--- config.mk ---
export PLATFORM = sky130hd
export DESIGN_NAME = irq_flag_ctrl
export DESIGN_NICKNAME = d
export VERILOG_FILES = /design/src/rtl/irq_flag_pkg.sv /design/src/rtl/irq_pin_sync.sv /design/src/rtl/irq_host_regs.sv /design/src/rtl/irq_flag_cell.sv /design/src/rtl/irq_flag_ctrl.sv
export SDC_FILE = /design/constraint.sdc
export NUM_CORES = 1
export LEC_CHECK = 0
export CAP_MARGIN = 20
export CORE_MARGIN = 10
export CORE_UTILIZATION = 50
export CTS_CLUSTER_DIAMETER = 120
export DETAILED_ROUTE_END_ITERATION = 10
export DONT_BUFFER_PORTS = 1
export PLACE_DENSITY = 0.78
export SYNTH_ARGS = -nofsm -noshare
export SYNTH_HDL_FRONTEND = slang
export SYNTH_SLANG_ARGS = --single-unit
--- constraint.sdc ---
create_clock -name clk -period 1.5 [get_ports clk]
set_input_delay 0.3 -clock clk [delete_from_list [all_inputs] [get_ports clk]]
set_output_delay 0.3 -clock clk [all_outputs]
set_load 0.02 [all_outputs]
--- src/rtl/irq_flag_pkg.sv ---
package irq_flag_pkg;

  typedef enum logic [1:0] {
    SENSE_LOW  = 2'b00,
    SENSE_FALL = 2'b01,
    SENSE_RISE = 2'b10,
    SENSE_BOTH = 2'b11
  } sense_e;

  typedef enum logic [1:0] {
    RA_FLAG  = 2'd0,
    RA_SELHI = 2'd1,
    RA_SELLO = 2'd2,
    RA_ENA   = 2'd3
  } reg_addr_e;

endpackage

--- src/rtl/irq_pin_sync.sv ---
module irq_pin_sync #(
  parameter int NCH    = 8,
  parameter int STAGES = 2
) (
  input  logic           clk,
  input  logic           rst_n,
  input  logic [NCH-1:0] pin_i,
  output logic [NCH-1:0] lvl_o,
  output logic [NCH-1:0] prev_o
);

  localparam int LAST = STAGES - 1;

  for (genvar c = 0; c < NCH; c++) begin : g_ch
    logic [STAGES-1:0] chain_q;
    logic [STAGES-1:0] chain_d;
    logic              prev_q;

    always_comb begin
      chain_d = {chain_q[STAGES-2:0], pin_i[c]};
    end

    // Idle level is high, so the chain resets to 1 and no low or edge is seen after reset.
    always_ff @(posedge clk or negedge rst_n) begin
      if (!rst_n) begin
        chain_q <= '1;
        prev_q  <= 1'b1;
      end else begin
        chain_q <= chain_d;
        prev_q  <= chain_q[LAST];
      end
    end

    assign lvl_o[c]  = chain_q[LAST];
    assign prev_o[c] = prev_q;
  end

endmodule

--- src/rtl/irq_host_regs.sv ---
module irq_host_regs
  import irq_flag_pkg::*;
#(
  parameter int NCH = 8
) (
  input  logic           clk,
  input  logic           rst_n,
  input  logic           rd_i,
  input  logic           wr_i,
  input  logic [1:0]     addr_i,
  input  logic [NCH-1:0] wdata_i,
  input  logic [NCH-1:0] flag_i,
  output logic [NCH-1:0] rdata_o,
  output logic [NCH-1:0] selhi_o,
  output logic [NCH-1:0] sello_o,
  output logic [NCH-1:0] ena_o,
  output logic [NCH-1:0] wclr_o
);

  logic [NCH-1:0] selhi_q, sello_q, ena_q, arm_q;
  logic [NCH-1:0] arm_d;
  logic           wr_flag, rd_flag, wr_hi, wr_lo, wr_en, arm_en;

  always_comb begin
    wr_flag = wr_i && (reg_addr_e'(addr_i) == RA_FLAG);
    rd_flag = rd_i && (reg_addr_e'(addr_i) == RA_FLAG);
    wr_hi   = wr_i && (reg_addr_e'(addr_i) == RA_SELHI);
    wr_lo   = wr_i && (reg_addr_e'(addr_i) == RA_SELLO);
    wr_en   = wr_i && (reg_addr_e'(addr_i) == RA_ENA);
    arm_en  = wr_flag || rd_flag;
    if (wr_flag) arm_d = '0;
    else         arm_d = arm_q | flag_i;
    wclr_o = wr_flag ? (arm_q & ~wdata_i) : '0;
  end

  always_comb begin
    unique case (reg_addr_e'(addr_i))
      RA_FLAG:  rdata_o = flag_i;
      RA_SELHI: rdata_o = selhi_q;
      RA_SELLO: rdata_o = sello_q;
      default:  rdata_o = ena_q;
    endcase
  end

  always_ff @(posedge clk or negedge rst_n) begin
    if (!rst_n) begin
      selhi_q <= '0;
      sello_q <= '0;
      ena_q   <= '0;
      arm_q   <= '0;
    end else begin
      if (wr_hi)  selhi_q <= wdata_i;
      if (wr_lo)  sello_q <= wdata_i;
      if (wr_en)  ena_q   <= wdata_i;
      if (arm_en) arm_q   <= arm_d;
    end
  end

  assign selhi_o = selhi_q;
  assign sello_o = sello_q;
  assign ena_o   = ena_q;


  arm_drop_chk: assert property (@(posedge clk) disable iff (!rst_n)
    wr_flag |=> (arm_q == '0));

endmodule

--- src/rtl/irq_flag_cell.sv ---
module irq_flag_cell
  import irq_flag_pkg::*;
(
  input  logic   clk,
  input  logic   rst_n,
  input  logic   lvl_i,
  input  logic   prev_i,
  input  sense_e mode_i,
  input  logic   ack_i,
  input  logic   hold_i,
  input  logic   wclr_i,
  output logic   flag_o
);

  logic flag_q, flag_d, flag_en;
  logic set_c, ack_clr;

  always_comb begin
    unique case (mode_i)
      SENSE_LOW:  set_c = !lvl_i;
      SENSE_FALL: set_c = prev_i && !lvl_i;
      SENSE_RISE: set_c = !prev_i && lvl_i;
      default:    set_c = prev_i ^ lvl_i;
    endcase
    ack_clr = ack_i && !hold_i && ((mode_i != SENSE_LOW) || lvl_i);
    flag_en = set_c || ack_clr || wclr_i;
    flag_d  = set_c;
  end

  always_ff @(posedge clk or negedge rst_n) begin
    if (!rst_n)       flag_q <= 1'b0;
    else if (flag_en) flag_q <= flag_d;
  end

  assign flag_o = flag_q;


  set_seen_chk: assert property (@(posedge clk) disable iff (!rst_n)
    set_c |=> flag_q);


  rise_cause_chk: assert property (@(posedge clk) disable iff (!rst_n)
    $rose(flag_q) |-> $past(set_c));


  fall_cause_chk: assert property (@(posedge clk) disable iff (!rst_n)
    $fell(flag_q) |-> $past(wclr_i || ack_clr));


  level_ack_chk: assert property (@(posedge clk) disable iff (!rst_n)
    (flag_q && ack_i && mode_i == SENSE_LOW && !lvl_i) |=> flag_q);


  hold_keep_chk: assert property (@(posedge clk) disable iff (!rst_n)
    (flag_q && hold_i && !wclr_i) |=> flag_q);

endmodule

--- src/rtl/irq_flag_ctrl.sv ---
module irq_flag_ctrl
  import irq_flag_pkg::*;
#(
  parameter int NCH         = 8,
  parameter int SYNC_STAGES = 2,
  parameter int HOLD_BASE   = 4,
  parameter int NHOLD       = 4,
  localparam int AW         = $clog2(NCH)
) (
  input  logic           clk,
  input  logic           rst_n,
  input  logic [NCH-1:0] pin_i,
  input  logic           bus_rd,
  input  logic           bus_wr,
  input  logic [1:0]     bus_addr,
  input  logic [NCH-1:0] bus_wdata,
  output logic [NCH-1:0] bus_rdata,
  input  logic           ack_valid,
  input  logic [AW-1:0]  ack_chan,
  input  logic [NHOLD-1:0] xfer_hold,
  output logic [NCH-1:0] flag_o,
  output logic           irq_req
);

  logic [NCH-1:0] lvl, prev, selhi, sello, ena, wclr, flags, ack_hit, hold_v;

  irq_pin_sync #(.NCH(NCH), .STAGES(SYNC_STAGES)) u_sync (
    .clk   (clk),
    .rst_n (rst_n),
    .pin_i (pin_i),
    .lvl_o (lvl),
    .prev_o(prev)
  );

  irq_host_regs #(.NCH(NCH)) u_regs (
    .clk    (clk),
    .rst_n  (rst_n),
    .rd_i   (bus_rd),
    .wr_i   (bus_wr),
    .addr_i (bus_addr),
    .wdata_i(bus_wdata),
    .flag_i (flags),
    .rdata_o(bus_rdata),
    .selhi_o(selhi),
    .sello_o(sello),
    .ena_o  (ena),
    .wclr_o (wclr)
  );

  for (genvar c = 0; c < NCH; c++) begin : g_cell
    if (c >= HOLD_BASE && c < HOLD_BASE + NHOLD) begin : g_hold
      assign hold_v[c] = xfer_hold[c - HOLD_BASE];
    end else begin : g_nohold
      assign hold_v[c] = 1'b0;
    end

    assign ack_hit[c] = ack_valid && (ack_chan == AW'(c));

    irq_flag_cell u_cell (
      .clk   (clk),
      .rst_n (rst_n),
      .lvl_i (lvl[c]),
      .prev_i(prev[c]),
      .mode_i(sense_e'({selhi[c], sello[c]})),
      .ack_i (ack_hit[c]),
      .hold_i(hold_v[c]),
      .wclr_i(wclr[c]),
      .flag_o(flags[c])
    );
  end

  assign flag_o  = flags;
  assign irq_req = |(flags & ena);

endmodule

==> results.toml <==
[outcome]
status = "finished with violations"
violations = "hold timing, setup timing"

[power_and_ir_drop]
p_sw_frac = 0.260
p_int_uw = 3440
p_comb_frac = 0.191
p_leak_uw = 0.00155
irDropWorstVdd_mv = 0.695
seq_power_share = 0.470
pwr-share-clk = 0.339
p_per_area_nw_per_um2 = 1280
p_switching_uw = 1210

[setup_path]
cp-start-kind = "flip-flop"
cp_slowest_cell = "mux4_2"
ff2ff_setup_slack_ns = -0.08
crit_family = "multiplexers"
cp_max_fo = 5
crit_chain = "mux4_2"
critical_path_buf_inv_count = 0
required_ns = 1.20
crit_type = "flip-flop to output pin"
end_kind = "output pin"
crit_path_max_incr_delay_ns = 0.56
r2r-end = "g_cell[4].u_cell.flag_o"
worst_r2r_path_depth = 5
timing.rr.start = "u_sync.g_ch[4].prev_q"
critPathArrivalTime_ns = 1.33

[global_route]
antenna_found_initial = 0
first_global_vias = 2036
grt_max_degree = 65
grt-ovfl-total = 0
grtUsageTotal = 0.139
grt_first_pass_wirelength_mm = 10.6

[routing]
ant_nets = 0
drt_iter0_drc = 112
wire_per_inst_um = 19.2
drc = 0
vias_per_cell = 5.65
first_pass_iters = 4
wirelength_mm = 6.57
via_count = 1938

[sta]
fin_crit_ns = 1.63
final-max-slew-violation-count = 0
worstMarginPinSlew_ns = 0.543
rsz0062_at_grt = "true"
setup_viol = 11
skew_ns = 0.00388
maxSlewHeadroom = 0.637
period_share = 1.09
final_hold_viol_count = 64
layout_setup_ws_ns = -0.133
hold_slack_ns = -0.348
fmax_ghz = 0.612

[cells_and_area]
layout-drive-gt1-share = 0.493
fin_util = 0.614
nets = 309
antenna_cells = 0
syn_to_final_growth_pct = 19.5

[logic_synthesis]
post_synth_num_cell_types = 29
synth-compound-area-share = 0.0724
seq_area_frac_synth = 0.536
synth.avg_cell_area_um2 = 13.6
synth_nets = 270
synthMuxAreaShare = 0.185
syn_inst = 224
yosysWarningCount = 0
synth_adder_area_share = 0.0658
ys_ff_latch = 64
synthSimpleGateAreaFrac = 0.0802
synth_xor_area_frac = 0
syn_area_um2 = 3040
synth_top_family_by_area = "multiplexers"

[die]
die_x_um = 98.0
num_rows = 28
die_h_um = 98.0
dieArea_um2 = 9600
ios = 47
start_util = 0.514
core_um2 = 5920

[cts]
htreeDepth = 3
clk_latency_ns = 0.34
tritoncts = "yes"
cts_buffers = 9
cts_sinks = 64
clockBufferDepth = 2
clk_pin_slew_ns = 0.07
cts_root_buf = "clkbuf_8"
cts_hold_buffers = 8

[worst_hold_path]
min_path_type = "input pin to asynchronous set/reset pin"

[place]
portBuffers = 0
gp_congestion = 0.775
pre_cts_ws_ns = -0.0948
hpwl_mm = 4.44

[run]
max-cap-violations = 0
==> cell families after synthesis <==
logic type | after synthesis
flip-flops | 64
AO/OA/AOI/OAI | 34
AND/OR/NAND/NOR | 37
multiplexers | 37
buffers and inverters | 36
adder cells (fa/ha/maj) | 16
==> synthesized netlist by cell type, drive strengths merged <==
| cell | instances | area share |
|---|---|---|
| o221ai | 3 | 0.0086 |
| nand3 | 1 | 0.0033 |
| nor4b | 2 | 0.0058 |
| nand4 | 1 | 0.0021 |
| nand3b | 2 | 0.0062 |
| a21oi | 11 | 0.018 |
| o31ai | 2 | 0.0049 |
| dfstp | 24 | 0.21 |
| mux4 | 13 | 0.096 |
| o21ai | 9 | 0.019 |
| nor2 | 11 | 0.014 |
| nand2b | 6 | 0.012 |
| buf | 12 | 0.030 |
| nand2 | 5 | 0.0062 |
| inv | 24 | 0.030 |
| a22oi | 4 | 0.0099 |
| dfrtp | 40 | 0.33 |
| ha | 16 | 0.066 |
| o21bai | 2 | 0.0049 |
| nor3 | 2 | 0.0033 |
| mux2 | 24 | 0.089 |
| o211ai | 3 | 0.0074 |
| or3b | 1 | 0.0029 |
| nor3b | 6 | 0.025 |
==> registers in the layout (all words and copies together) (netlist names) <==
signal                count
u_regs.selhi_o            8
u_regs.sello_o            8
u_sync.g_ch.prev_q        8
u_regs.arm_q              8
u_sync.g_ch.chain_q      16
u_regs.ena_o              8
g_cell.u_cell.flag_o      8
==> timing repair <==
item                                    4_1_cts  5_1_grt
pin swaps                                     4        3
endpoints found under the setup margin       12       13
gates resized for setup                       7        6
endpoints found under the hold margin        72       64
buffers inserted                             15        3
==> per-layer routing <==
layer	global-route usage	wire, um	vias to the layer above
met3	0.0613	620	11
met1	0.161	2510	994
met2	0.228	3340	66
met5	0	0	-
li1	-	-	867
met4	0.0391	110	0
==> worst max-delay path by stage <==
stage | slack [ns] | start | depth (start not counted) | end
floorplan | -0.03 | u_sync.g_ch[4].prev_q | 5 | g_cell[4].u_cell.flag_o
global placement | -0.05 | u_sync.g_ch[4].prev_q | 5 | g_cell[4].u_cell.flag_o
detailed placement | -0.09 | u_sync.g_ch[0].prev_q | 5 | g_cell[0].u_cell.flag_o
CTS | -0.15 | g_cell[0].u_cell.flag_o | 1 | bus_rdata[0]
global route | -0.17 | g_cell[0].u_cell.flag_o | 1 | bus_rdata[0]
finish | -0.13 | g_cell[4].u_cell.flag_o | 1 | bus_rdata[4]
==> final cells by class <==
| cell class | count | area (um^2) |
|---|---|---|
| Clock buffer | 14 | 183 |
| Clock inverter | 2 | 35.0 |
| Fill cell | 431 | 2290 |
| Inverter | 24 | 90.1 |
| Multi-Input combinational cell | 124 | 1280 |
| Sequential cell | 64 | 1630 |
| Tap cell | 75 | 93.8 |
| Timing Repair Buffer | 40 | 320 |
==> cells in the final DEF (no fill, tap or decap), drive strengths merged, types with 3 or more instances in the layout <==
| cell type | n |
|---|---|
| dfrtp | 40 |
| buf | 32 |
| mux2 | 24 |
| dfstp | 24 |
| inv | 24 |
| ha | 16 |
| clkbuf | 14 |
| mux4 | 13 |
| nor2 | 11 |
| a21oi | 11 |
| o21ai | 9 |
| dlygate4sd3 | 8 |
| nor3b | 6 |
| nand2b | 6 |
| nand2 | 5 |
| a22oi | 4 |
| o211ai | 3 |
| o221ai | 3 |
==> stage by stage <==
stage	instances	power, uW	area (um^2)	setup TNS, ns	hold WS [ns]
2_1_floorplan	224	2790	3040	-0.0666	0.00441
3_3_place_gp	301	2910	3150	-0.0919	0.00721
3_5_place_dp	301	2940	3150	-0.176	0.00734
4_1_cts	340	4640	3590	-1.32	-0.361
5_1_grt	343	4860	3630	-1.66	-0.369
6_report	343	4640	3630	-1.23	-0.348
==> power groups by stage <==
| stage | logic, uW | registers (uW) | clock network [uW] |
|---|---|---|---|
| floorplan | 636 | 2160 | 0 |
| global placement | 694 | 2210 | 0 |
| detailed placement | 718 | 2220 | 0 |
| CTS | 865 | 2180 | 1600 |
| global route | 963 | 2210 | 1680 |
| finish | 887 | 2180 | 1570 |
Note: power is estimated with default switching activity, not from simulation.
